## src/rtl/ttid_pkg.sv

```systemverilog
package ttid_pkg;
  localparam int BYTE_W = 8;
  typedef logic [BYTE_W-1:0] byte_t;
endpackage

```

## src/rtl/ttid_ptr.sv

```systemverilog
module ttid_ptr #(
  parameter int PTR_W = 4
) (
  input  logic             clk,
  input  logic             rst_n,
  input  logic             load,
  input  logic [PTR_W-1:0] load_val,
  input  logic             step,
  output logic [PTR_W-1:0] ptr
);
  always_ff @(posedge clk) begin
    if (!rst_n)    ptr <= '0;
    else if (load) ptr <= load_val;
    else if (step) ptr <= ptr + 1'b1;
  end


  ptr_step_chk: assert property (@(posedge clk) disable iff (!rst_n)
    (step && !load) |=> (ptr == PTR_W'($past(ptr) + 1'b1)));

  ptr_load_chk: assert property (@(posedge clk) disable iff (!rst_n)
    load |=> (ptr == $past(load_val)));
endmodule

```

## src/rtl/ttid_deser.sv

```systemverilog
module ttid_deser
  import ttid_pkg::*;
(
  input  logic  clk,
  input  logic  rst_n,
  input  logic  bit_in,
  input  logic  bit_valid,
  input  logic  inv_en,
  input  logic  lsb_first,
  output logic  byte_vld,
  output byte_t byte_out
);
  localparam int CNT_W = $clog2(BYTE_W);

  logic [CNT_W-1:0] nbits;
  byte_t            shreg, shreg_nx;
  logic             b;

  always_comb begin
    b = bit_in ^ inv_en;
    shreg_nx = lsb_first ? {b, shreg[BYTE_W-1:1]} : {shreg[BYTE_W-2:0], b};
  end

  always_ff @(posedge clk) begin
    if (!rst_n) begin
      nbits    <= '0;
      shreg    <= '0;
      byte_vld <= 1'b0;
      byte_out <= '0;
    end else begin
      byte_vld <= 1'b0;
      if (bit_valid) begin
        shreg <= shreg_nx;
        nbits <= nbits + 1'b1;
        if (nbits == CNT_W'(BYTE_W - 1)) begin
          byte_vld <= 1'b1;
          byte_out <= shreg_nx;
        end
      end
    end
  end


  byte_gap_chk: assert property (@(posedge clk) disable iff (!rst_n)
    byte_vld |=> !byte_vld);
endmodule

```

## src/rtl/ttid_align.sv

```systemverilog
module ttid_align
  import ttid_pkg::*;
#(
  parameter int ID_LEN      = 16,
  parameter int LOCK_FRAMES = 3
) (
  input  logic                     clk,
  input  logic                     rst_n,
  input  logic                     byte_vld,
  input  byte_t                    byte_in,
  input  logic                     align_dis,
  output logic                     aligned,
  output logic                     frame_done,
  output logic [ID_LEN*BYTE_W-1:0] rx_flat
);
  localparam int PTR_W = $clog2(ID_LEN);
  localparam int CNT_W = $clog2(LOCK_FRAMES + 1);
  localparam logic [PTR_W-1:0] LAST = PTR_W'(ID_LEN - 1);

  logic [PTR_W-1:0] pos, pos_cur;
  logic [CNT_W-1:0] hits, hits_nx;
  logic             al_nx, restart, err, marker, at_start, commit;
  byte_t            stage [ID_LEN];

  always_comb begin
    marker   = byte_in[BYTE_W-1];
    at_start = (pos == '0);
    restart  = 1'b0;
    err      = 1'b0;
    hits_nx  = hits;
    al_nx    = aligned;
    if (align_dis) begin
      al_nx   = 1'b0;
      hits_nx = '0;
    end else if (aligned) begin
      if (at_start != marker) begin
        err     = 1'b1;
        al_nx   = 1'b0;
        restart = marker;
        hits_nx = marker ? CNT_W'(1) : '0;
      end
    end else if (marker) begin
      if (at_start && hits != '0) begin
        hits_nx = hits + 1'b1;
        if (hits_nx == CNT_W'(LOCK_FRAMES)) al_nx = 1'b1;
      end else begin
        restart = 1'b1;
        hits_nx = CNT_W'(1);
      end
    end else if (at_start && hits != '0) begin
      hits_nx = '0;
    end
    pos_cur = restart ? '0 : pos;
    commit  = byte_vld && (pos_cur == LAST) && (align_dis || (aligned && !err));
  end

  always_ff @(posedge clk) begin
    if (!rst_n) begin
      pos        <= '0;
      hits       <= '0;
      aligned    <= 1'b0;
      frame_done <= 1'b0;
      rx_flat    <= '0;
      for (int i = 0; i < ID_LEN; i++) stage[i] <= '0;
    end else begin
      frame_done <= commit;
      if (byte_vld) begin
        pos            <= pos_cur + 1'b1;
        hits           <= hits_nx;
        aligned        <= al_nx;
        stage[pos_cur] <= byte_in;
      end else begin
        aligned <= aligned && !align_dis;
      end
      if (commit) begin
        for (int i = 0; i < ID_LEN - 1; i++) rx_flat[i*BYTE_W +: BYTE_W] <= stage[i];
        rx_flat[(ID_LEN-1)*BYTE_W +: BYTE_W] <= byte_in;
      end
    end
  end


  align_rise_chk: assert property (@(posedge clk) disable iff (!rst_n)
    $rose(aligned) |-> $past(byte_vld && byte_in[BYTE_W-1] && !align_dis));

  align_off_chk: assert property (@(posedge clk) disable iff (!rst_n)
    align_dis |=> !aligned);

  buf_commit_chk: assert property (@(posedge clk) disable iff (!rst_n)
    !$stable(rx_flat) |-> frame_done);
endmodule

```

## src/rtl/ttid_rx.sv

```systemverilog
module ttid_rx
  import ttid_pkg::*;
#(
  parameter int ID_LEN      = 16,
  parameter int LOCK_FRAMES = 3,
  localparam int PTR_W      = $clog2(ID_LEN)
) (
  input  logic             clk,
  input  logic             rst_n,
  input  logic             bit_in,
  input  logic             bit_valid,
  output logic             bit_ready,
  input  logic             cfg_align_dis,
  input  logic             cfg_cmp_en,
  input  logic             cfg_inv_en,
  input  logic             cfg_lsb_first,
  input  logic             rx_ptr_wr,
  input  logic [PTR_W-1:0] rx_ptr_wdata,
  input  logic             rx_rd,
  output logic [PTR_W-1:0] rx_ptr,
  output logic [7:0]       rx_rdata,
  input  logic             exp_ptr_wr,
  input  logic [PTR_W-1:0] exp_ptr_wdata,
  input  logic             exp_rd,
  input  logic             exp_wr,
  input  logic [7:0]       exp_wdata,
  output logic [PTR_W-1:0] exp_ptr,
  output logic [7:0]       exp_rdata,
  output logic             mismatch,
  output logic             aligned
);
  logic                     byte_vld, frame_done;
  byte_t                    byte_asm;
  logic [ID_LEN*BYTE_W-1:0] rx_flat, exp_flat;
  byte_t                    exp_mem [ID_LEN];

  assign bit_ready = 1'b1;

  ttid_deser u_deser (
    .clk, .rst_n, .bit_in, .bit_valid,
    .inv_en(cfg_inv_en), .lsb_first(cfg_lsb_first),
    .byte_vld, .byte_out(byte_asm)
  );

  ttid_align #(.ID_LEN(ID_LEN), .LOCK_FRAMES(LOCK_FRAMES)) u_align (
    .clk, .rst_n, .byte_vld, .byte_in(byte_asm), .align_dis(cfg_align_dis),
    .aligned, .frame_done, .rx_flat
  );

  ttid_ptr #(.PTR_W(PTR_W)) u_rx_ptr (
    .clk, .rst_n, .load(rx_ptr_wr), .load_val(rx_ptr_wdata), .step(rx_rd), .ptr(rx_ptr)
  );

  ttid_ptr #(.PTR_W(PTR_W)) u_exp_ptr (
    .clk, .rst_n, .load(exp_ptr_wr), .load_val(exp_ptr_wdata),
    .step(exp_rd | exp_wr), .ptr(exp_ptr)
  );

  always_ff @(posedge clk) begin
    if (!rst_n) begin
      for (int i = 0; i < ID_LEN; i++) exp_mem[i] <= '0;
    end else if (exp_wr) begin
      exp_mem[exp_ptr] <= exp_wdata;
    end
  end

  for (genvar g = 0; g < ID_LEN; g++) begin : g_flat
    assign exp_flat[g*BYTE_W +: BYTE_W] = exp_mem[g];
  end

  assign rx_rdata  = rx_flat[rx_ptr*BYTE_W +: BYTE_W];
  assign exp_rdata = exp_mem[exp_ptr];

  always_ff @(posedge clk) begin
    if (!rst_n)
      mismatch <= 1'b0;
    else if (frame_done && cfg_cmp_en && !cfg_align_dis)
      mismatch <= (rx_flat != exp_flat);
  end


  mis_hold_chk: assert property (@(posedge clk) disable iff (!rst_n)
    !(frame_done && cfg_cmp_en && !cfg_align_dis) |=> $stable(mismatch));
endmodule

```

## config.mk

```make
export PLATFORM = sky130hd
export DESIGN_NAME = ttid_rx
export DESIGN_NICKNAME = d
export VERILOG_FILES = /design/src/rtl/ttid_pkg.sv /design/src/rtl/ttid_ptr.sv /design/src/rtl/ttid_deser.sv /design/src/rtl/ttid_align.sv /design/src/rtl/ttid_rx.sv
export SDC_FILE = /design/constraint.sdc
export NUM_CORES = 1
export LEC_CHECK = 0
export CELL_PAD_IN_SITES_DETAIL_PLACEMENT = 0
export CELL_PAD_IN_SITES_GLOBAL_PLACEMENT = 2
export CORE_AREA = 5 5 213 215
export DETAILED_ROUTE_END_ITERATION = 10
export DIE_AREA = 0 0 218 220
export GPL_TIMING_DRIVEN = 1
export MAX_ROUTING_LAYER = met4
export PLACE_DENSITY_LB_ADDON = 0.1
export REMOVE_ABC_BUFFERS = 1
export SYNTH_ARGS = -nofsm -noshare
export SYNTH_HDL_FRONTEND = slang
export SYNTH_SLANG_ARGS = --single-unit
```

## constraint.sdc

```tcl
create_clock -name clk -period 4.15 [get_ports clk]
set_input_delay 0.83 -clock clk [delete_from_list [all_inputs] [get_ports clk]]
set_output_delay 0.83 -clock clk [all_outputs]
set_load 0.02 [all_outputs]
```

# Word-level counts from Yosys, hierarchy flattened
# Memories as Yosys holds them, arrays and structs flattened. A register that Yosys moved wholly into a read port is not among the register bits.
# Index checks and enable logic that the tools add are counted.
[word_totals]
regBits = 165
ramBits = 256
input_bits = 29
output_inout_bits = 27
word_cells = 107
n_memories = 2
[op_classes]
addsub = 5
eq_ne = 6
shift = 1
mux = 44
bitwise_logic = 2
n_reduce_logical = 35
[memory_table]
columns = ["memory", "words", "word_bits", "rd", "rd_ports_with_merged_regs", "write_ports", "line", "source"]
rows = [
  ["exp_mem", 16, 8, 17, 1, 16, "ttid_rx.sv:35", "byte_t exp_mem [ID_LEN];"],
  ["u_align.stage", 16, 8, 15, 15, 16, "ttid_align.sv:23", "byte_t stage [ID_LEN];"],
]
[op_table]
columns = ["operator", "count"]
rows = [
  ["128-bit inequality test", 1],
  ["128-bit by 8-bit indexed part select with 8-bit output", 1],
  ["4-bit 2-to-1 mux", 9],
  ["1-bit 2-to-1 mux", 26],
  ["8-bit 2-to-1 mux", 3],
  ["1-bit logical NOT", 17],
  ["8-bit OR reduction", 2],
  ["4-bit by 1-bit adder with 4-bit output, second input constant", 3],
  ["2-bit 2-to-1 mux", 6],
  ["1-bit logical AND", 7],
  ["2-bit nonzero test", 3],
  ["4-bit == test, second input constant", 1],
  ["4-bit logical NOT", 1],
  ["2-bit AND reduction", 2],
  ["4-bit nonzero test", 1],
  ["3-bit by 1-bit adder with 3-bit output, second input constant", 1],
  ["3-bit == test, second input constant", 1],
  ["3-bit inequality test, second input constant", 1],
  ["3-bit AND reduction", 1],
  ["2-bit by 1-bit adder with 2-bit output, second input constant", 1],
  ["2-bit == test, second input constant", 1],
  ["1-bit logical OR", 1],
  ["1-bit inequality test", 1],
  ["1-bit OR", 1],
  ["1-bit bitwise XOR", 1],
]

# Longest topological paths before layout
# Gate-level depths: netlist (run 1).
[logic_depth]
word_depth = 10
depth_mapped = 10

# By module
# A second synthesis (run 1) with hierarchy kept.
[hier_totals]
hier_cells = 1654
hier_area_um2 = 20095.5
[by_module_without_submodules]
columns = ["module", "n_inst", "cells_per_inst", "area_each_um2", "seq_area_each_um2"]
rows = [
  ["ttid_align", 1, 923, 10411.2, 6326.1],
  ["ttid_rx", 1, 603, 8415.6, 3863.7],
  ["ttid_deser", 1, 84, 883.3, 400.4],
  ["ttid_ptr", 2, 22, 192.7, 80.1],
]

# Worst setup path after synthesis (run 1)
# No wires, ideal clock.
[synth_path]
path_type = "flip-flop to output port"
startpoint = "reg u_rx_ptr.ptr[0]"
endpoint = "out rx_rdata[0]"
arrival_ns = 2.175
required_ns = 3.320
slack_ns = 1.145
stages_incl_launch_ff = 6
path_buffers = 3
cell_sequence = "dfxtp_1 > buf_2 > buf_1 > buf_2 > mux4_2 > mux4_2"
[synth_via]
elab_chain_len = 1
[synth_rtl]
columns = ["element", "line", "source"]
rows = [
  ["start: declaration", "ttid_ptr.sv:9", "output logic [PTR_W-1:0] ptr"],
  ["start signal: assignment", "ttid_ptr.sv:13", "else if (load) ptr <= load_val;"],
  ["start signal: assignment", "ttid_ptr.sv:14", "else if (step) ptr <= ptr + 1'b1;"],
  ["128-bit by 8-bit indexed part select with 8-bit output", "ttid_rx.sv:71", "assign rx_rdata = rx_flat[rx_ptr*BYTE_W +: BYTE_W];"],
  ["end: declaration", "ttid_rx.sv:21", "output logic [7:0] rx_rdata,"],
]
# No other way between the ends.

# Worst setup path in the final report (run 1)
[layout_path]
startpoint = "reg u_rx_ptr.ptr[0]"
endpoint = "out rx_rdata[6]"
# Same word-level chain as after synthesis.

==> results of run 1 <==
[routing by layer]
metal	global-route usage (%)	up-vias	part of all wire, %
li1	-	5819	-
met1	33.2	6402	41
met2	42.4	434	49
met3	5.87	101	7.6
met4	6.99	0	2.8
met5	-	-	0
[where the power goes]
group	leakage, nW	internal [mW]	switching (mW)
Clock	0.689	2.23	1.70
Sequential	3.85	4.50	0.101
Combinational	3.21	0.269	0.323
Total	7.75	7.00	2.12
[worst max-delay path, cell delays in order, from the launching register on]
cell,delay (ns)
dfxtp_2,0.34
buf_12,0.23
mux4_2,0.64
mux4_2,0.55
clkdlybuf4s50_1,0.57
[Yosys cell counts (4+ instances only)]
master	number	area (um2)
a21boi_0	8	60.1
a21boi_1	20	150
a21boi_2	100	1130
a21oi_1	6	30.0
and2_1	261	1630
buf_1	4	15.0
buf_2	22	110
buf_6	4	45.0
buf_8	9	135
clkbuf_1	52	195
dfxtp_1	169	3380
edfxtp_1	248	7450
ha_1	13	163
inv_1	13	48.8
mux2i_1	16	160
mux4_2	80	1800
nand2_1	276	1040
nand2_2	7	43.8
nand2b_1	7	43.8
nand3_1	13	65.1
nand4_1	22	138
nor2_1	32	120
nor2b_1	10	62.6
nor3_1	7	35.0
nor4_1	16	100
o211a_1	14	140
o21ai_0	40	200
xnor2_1	80	701
xor2_1	51	447
[kinds of logic after synthesis]
group | synth area share [%]
AND/OR/NAND/NOR | 17.1
flip-flops | 54.2
AO/OA/AOI/OAI | 8.96
XOR/XNOR | 5.74
buffers and inverters | 3.29
multiplexers | 9.93
adder cells (fa/ha/maj) | 0.814
other | 0.0188
[how the worst max path moves through the flow]
| stage | endpoint | startpoint | slack, ns | cells past startpoint |
|---|---|---|---|---|
| floorplan | u_align.rx_flat[0] | cfg_align_dis | -1.52 | 7 |
| global route | rx_rdata[0] | u_rx_ptr.ptr[0] | 0.24 | 4 |
| CTS | rx_rdata[0] | u_rx_ptr.ptr[0] | 0.30 | 4 |
| finish | rx_rdata[6] | u_rx_ptr.ptr[0] | 0.36 | 4 |
| detailed placement | u_align.stage[7][6] | cfg_align_dis | 0.54 | 7 |
| global placement | u_align.stage[0][3] | cfg_align_dis | 0.62 | 8 |
[per-stage QoR]
step	hold WS (ns)	setup TNS, ns	worst slack (ns)	power [mW]	utilization (%)
floorplan	0.457	-192.07	-1.52	4.96	-
global placement	0.474	0	0.615	5.27	48.4
detailed placement	0.478	0	0.540	5.28	48.4
CTS	0.488	0	0.296	9.20	51.7
global route	0.516	0	0.242	9.44	51.7
finish	0.484	0	0.356	9.12	51.7
[cell type report]
cell class	count	area, um2	share of cell area, %
tap	592	741	3.29
sequential	417	10800	48.1
multi-input combinational	1107	8510	37.8
antenna	2	5.00	0.0222
clock buffer	73	1310	5.80
inverter	13	48.8	0.217
clock inverter	15	114	0.506
timing repair buffer	97	948	4.21
[sequential cells by signal, summed over array words and instances (netlist names), named ones only]
signal	flops
u_deser.byte_out	8
u_align.aligned	1
u_align.pos	4
u_align.rx_flat	128
exp_mem	128
u_exp_ptr.ptr	4
u_deser.nbits	3
u_align.stage	120
mismatch	1
u_deser.byte_vld	1
u_align.frame_done	1
u_align.hits	2
u_rx_ptr.ptr	4
u_deser.shreg	8
==> results.sh, run 1 <==
export IMPL_ios=56
export IMPL_max_cap_violations=0
export IMPL_port_buffers=54
export IMPL_num_fill_cells=3930
export IMPL_drv_slew=0
export IMPL_htreeDepth=2
export IMPL_ys_warn_count=0
export IMPL_drtPass1Iterations=6
export IMPL_grt_max_degree=165
export IMPL_syn_instance_count=1634
export IMPL_fin_area_um2=22500
export IMPL_synth_cell_types=52
export IMPL_grt_pass1_wl_mm=87.0
export IMPL_gp_congestion=0.933
export IMPL_critical_path_peak_fanout=36
export IMPL_dp_cells=2226
export IMPL_synth_edf_count=248
export IMPL_path_class="reg -> out"
export IMPL_numCtsBuffers=47
export IMPL_grt_overflow_total=0
export IMPL_fp_dieW_um=218
export IMPL_area_growth_pct=12.6
export IMPL_layout_common_cells="nand2_1, and2_1, edfxtp_1"
export IMPL_ant_nets=0
export IMPL_endpoint_kind="output port"
export IMPL_worstPathArrival_ns=2.96
export IMPL_r2r_start="u_deser.byte_out[7]"
export IMPL_ys_flop_type="edfxtp_1"
export IMPL_clkSinkCount=417
export IMPL_reg2reg_depth=7
export IMPL_holdCritPathClass="reg -> reg"
export IMPL_dieHeight_um=220
export IMPL_slew_headroom_pct=26.9
export IMPL_clk_latency_ns=0.61
export IMPL_clock_skew_ns=0.0415
export IMPL_netlist_area_um2=20000
export IMPL_layout_drive_gt1_share_pct=17.5
export IMPL_max_freq_mhz=264
export IMPL_synth_seq_area_share_pct=54.2
export IMPL_reg2reg_slack_ns=1.65
export IMPL_die_area_um2=48000
export IMPL_leakage_nw=7.75
export IMPL_hold_end="u_align.rx_flat[21]"
export IMPL_cp_required_ns=3.32
export IMPL_async_reset_ff_share_pct=0
export IMPL_cts_max_path_buffers=3
export IMPL_start_util_pct=45.9
export IMPL_hold_violations=0
export IMPL_synth_seq_cells=417
export IMPL_num_vias=12800
export IMPL_dp_hpwl_mm=43.3
export IMPL_root_buffer="clkbuf_16"
export IMPL_syn_mean_instance_area_um2=12.2
export IMPL_cts_tree="yes"
export IMPL_final_period_utilization_pct=91.4
export IMPL_row_count=77
export IMPL_final_nets=1725
export IMPL_routed_wirelength_mm=60.5
export IMPL_placed_cell_area_um2=21100
export IMPL_tightest_slew_ns=1.09
export IMPL_grt_total_usage_pct=26.0
export IMPL_whs_path_depth=2
export IMPL_first_global_vias=12600
export IMPL_drtIter0Drc=1248
export IMPL_cts_resized=0
export IMPL_crit_reg2reg_capture="u_align.stage[0][1]"
export IMPL_coreArea_um2=43500
export IMPL_drcViolationCount=0
export IMPL_setup_viol=0
export IMPL_cts_hold_buffers=0
export IMPL_path_clk_slew_ns=0.06
export IMPL_final_common_cell="nand2_1"
export IMPL_vdd_drop_max_mv=0.420
export IMPL_drt_wirelength_per_cell_um=26.1
export IMPL_antenna_found_initial=5
export IMPL_cts_setup_buffers=0
export IMPL_worstHoldStart="u_align.rx_flat[21]"
export IMPL_critPathLaunchType="flop"
export IMPL_status="finished, final reports clean"
export IMPL_viasPerCell=5.51
export IMPL_powerDensity_nw_per_um2=405
export IMPL_layoutNonFillerInstCount=2316
export IMPL_fin_crit_ns=3.79
export IMPL_rsz0062_at_grt="no"
No activity file was read; power rests on OpenSTA's default activity.
==> run 2, diff against run 1 <==
--- a/config.mk
+++ b/config.mk
@@ -12,7 +12,7 @@
 export DIE_AREA = 0 0 218 220
 export GPL_TIMING_DRIVEN = 1
 export MAX_ROUTING_LAYER = met4
-export PLACE_DENSITY_LB_ADDON = 0.1
+export PLACE_DENSITY_LB_ADDON = 0.25
 export REMOVE_ABC_BUFFERS = 1
 export SYNTH_ARGS = -nofsm -noshare
 export SYNTH_HDL_FRONTEND = slang
==> results.sh, run 2 (same netlist as run 1, synthesis figures left out) <==
export IMPL_status="finished, final reports clean"
export IMPL_clk_latency_ns=0.59
export IMPL_p_clk_share_pct=43.4
export IMPL_endpoint_kind="output port"
export IMPL_reg2reg_slack_ns=1.67
export IMPL_final_common_cell="nand2_1"
export IMPL_area_growth_pct=12.9
export IMPL_numCtsBuffers=45
export IMPL_clkSinkCount=417
export IMPL_layout_common_cells="nand2_1, and2_1, edfxtp_1"
export IMPL_slowest_stage="dfxtp_2"
export IMPL_row_count=77
export IMPL_path_class="reg -> out"
export IMPL_die_area_um2=48000
export IMPL_cts_max_path_buffers=3
export IMPL_critPathLaunchType="flop"
export IMPL_routed_wirelength_mm=59.7
export IMPL_cp_required_ns=3.32
export IMPL_slew_headroom_pct=32.2
export IMPL_use_met2_pct=41.2
export IMPL_final_period_utilization_pct=95.0
export IMPL_layout_drive_gt1_share_pct=17.7
export IMPL_max_stage_delay_ns=0.76
export IMPL_gp_congestion=0.975
export IMPL_hold_violations=0
export IMPL_cts_resized=0
export IMPL_fin_crit_ns=3.94
export IMPL_cts_tree="yes"
export IMPL_cp_top_family="multiplexers"
export IMPL_drtIter0Drc=1351
export IMPL_ant_nets=0
export IMPL_drt_wirelength_per_cell_um=25.8
export IMPL_ios=56
export IMPL_grt_overflow_total=0
export IMPL_holdCritPathClass="reg -> reg"
export IMPL_worstPathArrival_ns=3.11
export IMPL_p_sw_mw=2.08
export IMPL_multi_input_area_um2=8510
export IMPL_first_global_vias=12400
export IMPL_viasPerCell=5.50
export IMPL_max_freq_mhz=254
export IMPL_powerDensity_nw_per_um2=406
export IMPL_num_vias=12700
export IMPL_finish_utilization_pct=51.9
export IMPL_clock_skew_ns=0.0120
export IMPL_setup_viol=0
export IMPL_cts_hold_buffers=0
export IMPL_setup_slack_ns=0.206
export IMPL_grt_total_usage_pct=25.5
export IMPL_path_common_cell="mux4_2"
export IMPL_path_clk_slew_ns=0.06
export IMPL_fp_dieW_um=218
export IMPL_seqPwrFrac_pct=50.3
export IMPL_critical_path_peak_fanout=20
export IMPL_tightest_slew_ns=1.02
export IMPL_grt_max_degree=163
export IMPL_seqCellArea_um2=10800
export IMPL_drcViolationCount=0
export IMPL_drtPass1Iterations=5
export IMPL_antenna_found_initial=3
export IMPL_coreArea_um2=43500
export IMPL_path_buf_inv=1
export IMPL_final_nets=1726
export IMPL_dieHeight_um=220
export IMPL_vdd_drop_max_mv=0.267
export IMPL_cp_cell_sequence="mux4_2, mux4_2, clkdlybuf4s50_1"
export IMPL_grt_pass1_wl_mm=85.4
export IMPL_num_fill_cells=3834
export IMPL_combPwrFrac_pct=6.2
export IMPL_internal_power_mw=7.08
export IMPL_drv_slew=0
export IMPL_max_cap_violations=0
export IMPL_power_share_switching_pct=22.7
export IMPL_grt_util_met3_pct=4.81
export IMPL_dp_slack_ns=0.706
export IMPL_reg_top3="exp_mem (128), u_align.rx_flat (128), u_align.stage (120)"
export IMPL_use_met1_pct=32.7
export IMPL_root_buffer="clkbuf_16"
export IMPL_rsz0062_at_grt="no"
export IMPL_htreeDepth=2
export IMPL_cts_setup_buffers=0
export IMPL_start_util_pct=45.9
export IMPL_busiest_layer="met2"
export IMPL_port_buffers=54
export IMPL_leakage_nw=7.79
export IMPL_dp_hpwl_mm=43.0
-- run 2: final timing paths --
kind,from,endpoint,depth (start not counted)
worst max register to register,u_exp_ptr.ptr[0],exp_mem[1][6],4
worst min-delay path,u_align.rx_flat[123],u_align.rx_flat[123],2
worst min register to register,u_align.rx_flat[123],u_align.rx_flat[123],2
worst max-delay path,u_rx_ptr.ptr[0],rx_rdata[6],3
-- run 2: layer usage --
metal  part of all wire, %  vias to the layer above  wire (um)
li1                      -                     5836          -
met1                    42                     6384      24800
met2                    48                      410      28800
met3                   6.8                      110       4030
met4                   3.4                        0       2010
met5                     0                        -          0
-- run 2: power by group through the flow --
stage / Sequential, mW / Clock [mW] / Combinational, mW
6_report: 4.61 / 3.98 / 0.571
5_1_grt: 4.62 / 4.23 / 0.599
4_1_cts: 4.61 / 4.05 / 0.564
3_5_place_dp: 4.70 / 0 / 0.560
3_3_place_gp: 4.70 / 0 / 0.556
2_1_floorplan: 4.68 / 0 / 0.281
-- run 2: worst min-delay path: cells and delay by family, from the launching register on --
kind | cells | cell delay [ns]
AOI/OAI and AO/OA | 1 | 0.05
DFF | 1 | 0.32
and+or+nand+nor | 1 | 0.07
-- run 2: per-stage QoR --
step / TNS (ns) / instances / cell area [um2] / total power [mW] / hold slack [ns]
final: 0 / 2316 / 22600 / 9.16 / 0.491
after global routing: 0 / 2313 / 22600 / 9.45 / 0.515
after CTS: 0 / 2312 / 22600 / 9.23 / 0.493
after detailed placement: 0 / 2229 / 21100 / 5.26 / 0.485
after global placement: 0 / 2229 / 21100 / 5.26 / 0.478
after floorplan: -192.07 / 1537 / 19400 / 4.96 / 0.457
-- run 2: layout make-up --
| class | count | area share, % |
|---|---|---|
| flip-flops and latches | 417 | 48.0 |
| multi-input cells | 1107 | 37.7 |
| clock buffers | 65 | 5.60 |
| repair buffers | 100 | 4.36 |
| well taps | 592 | 3.28 |
| clock inverters | 18 | 0.826 |
| inverters | 13 | 0.216 |
| diodes | 4 | 0.0443 |
==> run 3, diff against run 2 <==
--- a/config.mk
+++ b/config.mk
@@ -12,8 +12,9 @@
 export DIE_AREA = 0 0 218 220
 export GPL_TIMING_DRIVEN = 1
 export MAX_ROUTING_LAYER = met4
-export PLACE_DENSITY_LB_ADDON = 0.25
+export PLACE_DENSITY_LB_ADDON = 0.05
 export REMOVE_ABC_BUFFERS = 1
+export SKIP_LAST_GASP = 1
 export SYNTH_ARGS = -nofsm -noshare
 export SYNTH_HDL_FRONTEND = slang
 export SYNTH_SLANG_ARGS = --single-unit
==> results.sh, run 3 (same netlist as run 1, synthesis figures left out) <==
export IMPL_status="finished, final reports clean"
export IMPL_clkSinkCount=417
export IMPL_root_buffer="clkbuf_16"
export IMPL_cts_setup_buffers=0
export IMPL_cp_required_ns=3.32
export IMPL_fin_crit_ns=4.00
export IMPL_dp_slack_ns=0.650
export IMPL_crit_end="rx_rdata[3]"
export IMPL_start_util_pct=45.9
export IMPL_fin_area_um2=22600
export IMPL_row_count=77
export IMPL_combPwrFrac_pct=6.3
export IMPL_ios=56
export IMPL_dieHeight_um=220
export IMPL_p_total_mw=9.39
export IMPL_dp_hpwl_mm=44.5
export IMPL_r2r_start="u_align.pos[3]"
export IMPL_path_clk_slew_ns=0.06
export IMPL_cts_tree="yes"
export IMPL_max_cap_violations=0
export IMPL_worstPathArrival_ns=3.17
export IMPL_critical_path_peak_fanout=28
export IMPL_grt_max_degree=164
export IMPL_drtPass1Iterations=5
export IMPL_p_clk_share_pct=44.6
export IMPL_rsz0062_at_grt="no"
export IMPL_leakage_nw=7.82
export IMPL_reg2reg_slack_ns=1.61
export IMPL_max_freq_mhz=250
export IMPL_layout_common_cells="nand2_1, and2_1, edfxtp_1"
export IMPL_final_period_utilization_pct=96.5
export IMPL_die_area_um2=48000
export IMPL_cts_max_path_buffers=3
export IMPL_drtIter0Drc=1126
export IMPL_placed_cell_area_um2=21100
export IMPL_layout_drive_gt1_share_pct=17.9
export IMPL_dp_cells=2229
export IMPL_setup_slack_ns=0.146
export IMPL_viasPerCell=5.52
export IMPL_p_sw_mw=2.11
export IMPL_crit_start="u_rx_ptr.ptr[0]"
export IMPL_area_growth_pct=13.1
export IMPL_layoutNonFillerInstCount=2318
export IMPL_tightest_slew_ns=1.08
export IMPL_cts_resized=0
export IMPL_holdCritPathClass="reg -> reg"
export IMPL_drv_slew=0
export IMPL_grt_pass1_wl_mm=88.2
export IMPL_htreeDepth=2
export IMPL_ant_nets=0
export IMPL_drcViolationCount=0
export IMPL_num_vias=12800
export IMPL_seqPwrFrac_pct=49.0
export IMPL_use_met1_pct=34.4
export IMPL_clk_latency_ns=0.59
export IMPL_numCtsBuffers=47
export IMPL_critPathLaunchType="flop"
export IMPL_path_class="reg -> out"
export IMPL_internal_power_mw=7.28
export IMPL_slew_headroom_pct=28.1
export IMPL_setup_viol=0
export IMPL_port_buffers=54
export IMPL_final_nets=1728
export IMPL_final_common_cell="nand2_1"
export IMPL_use_met2_pct=43.7
export IMPL_crit_reg2reg_capture="u_align.rx_flat[64]"
export IMPL_antenna_found_initial=3
export IMPL_first_global_vias=12500
export IMPL_grt_overflow_total=0
export IMPL_grt_util_met3_pct=4.46
export IMPL_fp_dieW_um=218
export IMPL_clock_skew_ns=0.0111
export IMPL_cts_hold_buffers=0
export IMPL_gp_congestion=0.999
export IMPL_powerDensity_nw_per_um2=415
export IMPL_coreArea_um2=43500
export IMPL_busiest_layer="met2"
export IMPL_reg_top3="exp_mem (128), u_align.rx_flat (128), u_align.stage (120)"
export IMPL_vdd_drop_max_mv=0.306
export IMPL_hold_violations=0
export IMPL_routed_wirelength_mm=61.7
export IMPL_reg2reg_depth=7
export IMPL_grt_total_usage_pct=26.5
export IMPL_drt_wirelength_per_cell_um=26.6
export IMPL_power_share_switching_pct=22.5
export IMPL_endpoint_kind="output port"
## run 3: area by class of cell
| cell class | count | area (um2) |
|---|---|---|
| diodes | 2 | 5.00 |
| inverters | 13 | 48.8 |
| clock inverters | 21 | 238 |
| clock buffers | 66 | 1310 |
| fillers | 3943 | 20900 |
| multi-input cells | 1107 | 8510 |
| flip-flops and latches | 417 | 10800 |
| repair buffers | 100 | 933 |
| well taps | 592 | 741 |
## run 3: critical path, stage by stage, from the launching register on
cell	delay, ns
dfxtp_2	0.31
buf_4	0.43
mux4_2	0.67
mux4_2	0.56
clkdlybuf4s50_1	0.57
## run 3: through the flow
| step | TNS [ns] | util, % | hold slack [ns] |
|---|---|---|---|
| final | 0 | 51.9 | 0.497 |
| after global routing | 0 | 51.9 | 0.511 |
| after CTS | 0 | 51.9 | 0.497 |
| after detailed placement | 0 | 48.4 | 0.489 |
| after global placement | 0 | 48.4 | 0.478 |
| after floorplan | -192.07 | - | 0.457 |
## run 3: power groups by stage
stage	logic (mW)	registers, mW	clock network (mW)
CTS	0.592	4.60	4.27
global route	0.626	4.61	4.44
finish	0.595	4.60	4.19
floorplan	0.281	4.68	0
global placement	0.585	4.69	0
detailed placement	0.589	4.69	0
## run 3: worst min path at each step
stage,from,end,cells past startpoint
after detailed placement,u_align.rx_flat[21],u_align.rx_flat[21],2
after global placement,u_align.stage[3][7],u_align.rx_flat[31],2
after CTS,u_align.rx_flat[44],u_align.rx_flat[44],2
after floorplan,u_align.rx_flat[104],u_align.rx_flat[104],2
after global routing,u_align.rx_flat[102],u_align.rx_flat[102],2
final,u_align.rx_flat[44],u_align.rx_flat[44],2
## run 3: metal layers
layer / wire, um / vias to the layer above
met4: 1440 / 0
met1: 25700 / 6459
met2: 30600 / 419
met3: 4020 / 83
li1: - / 5840
met5: 0 / -
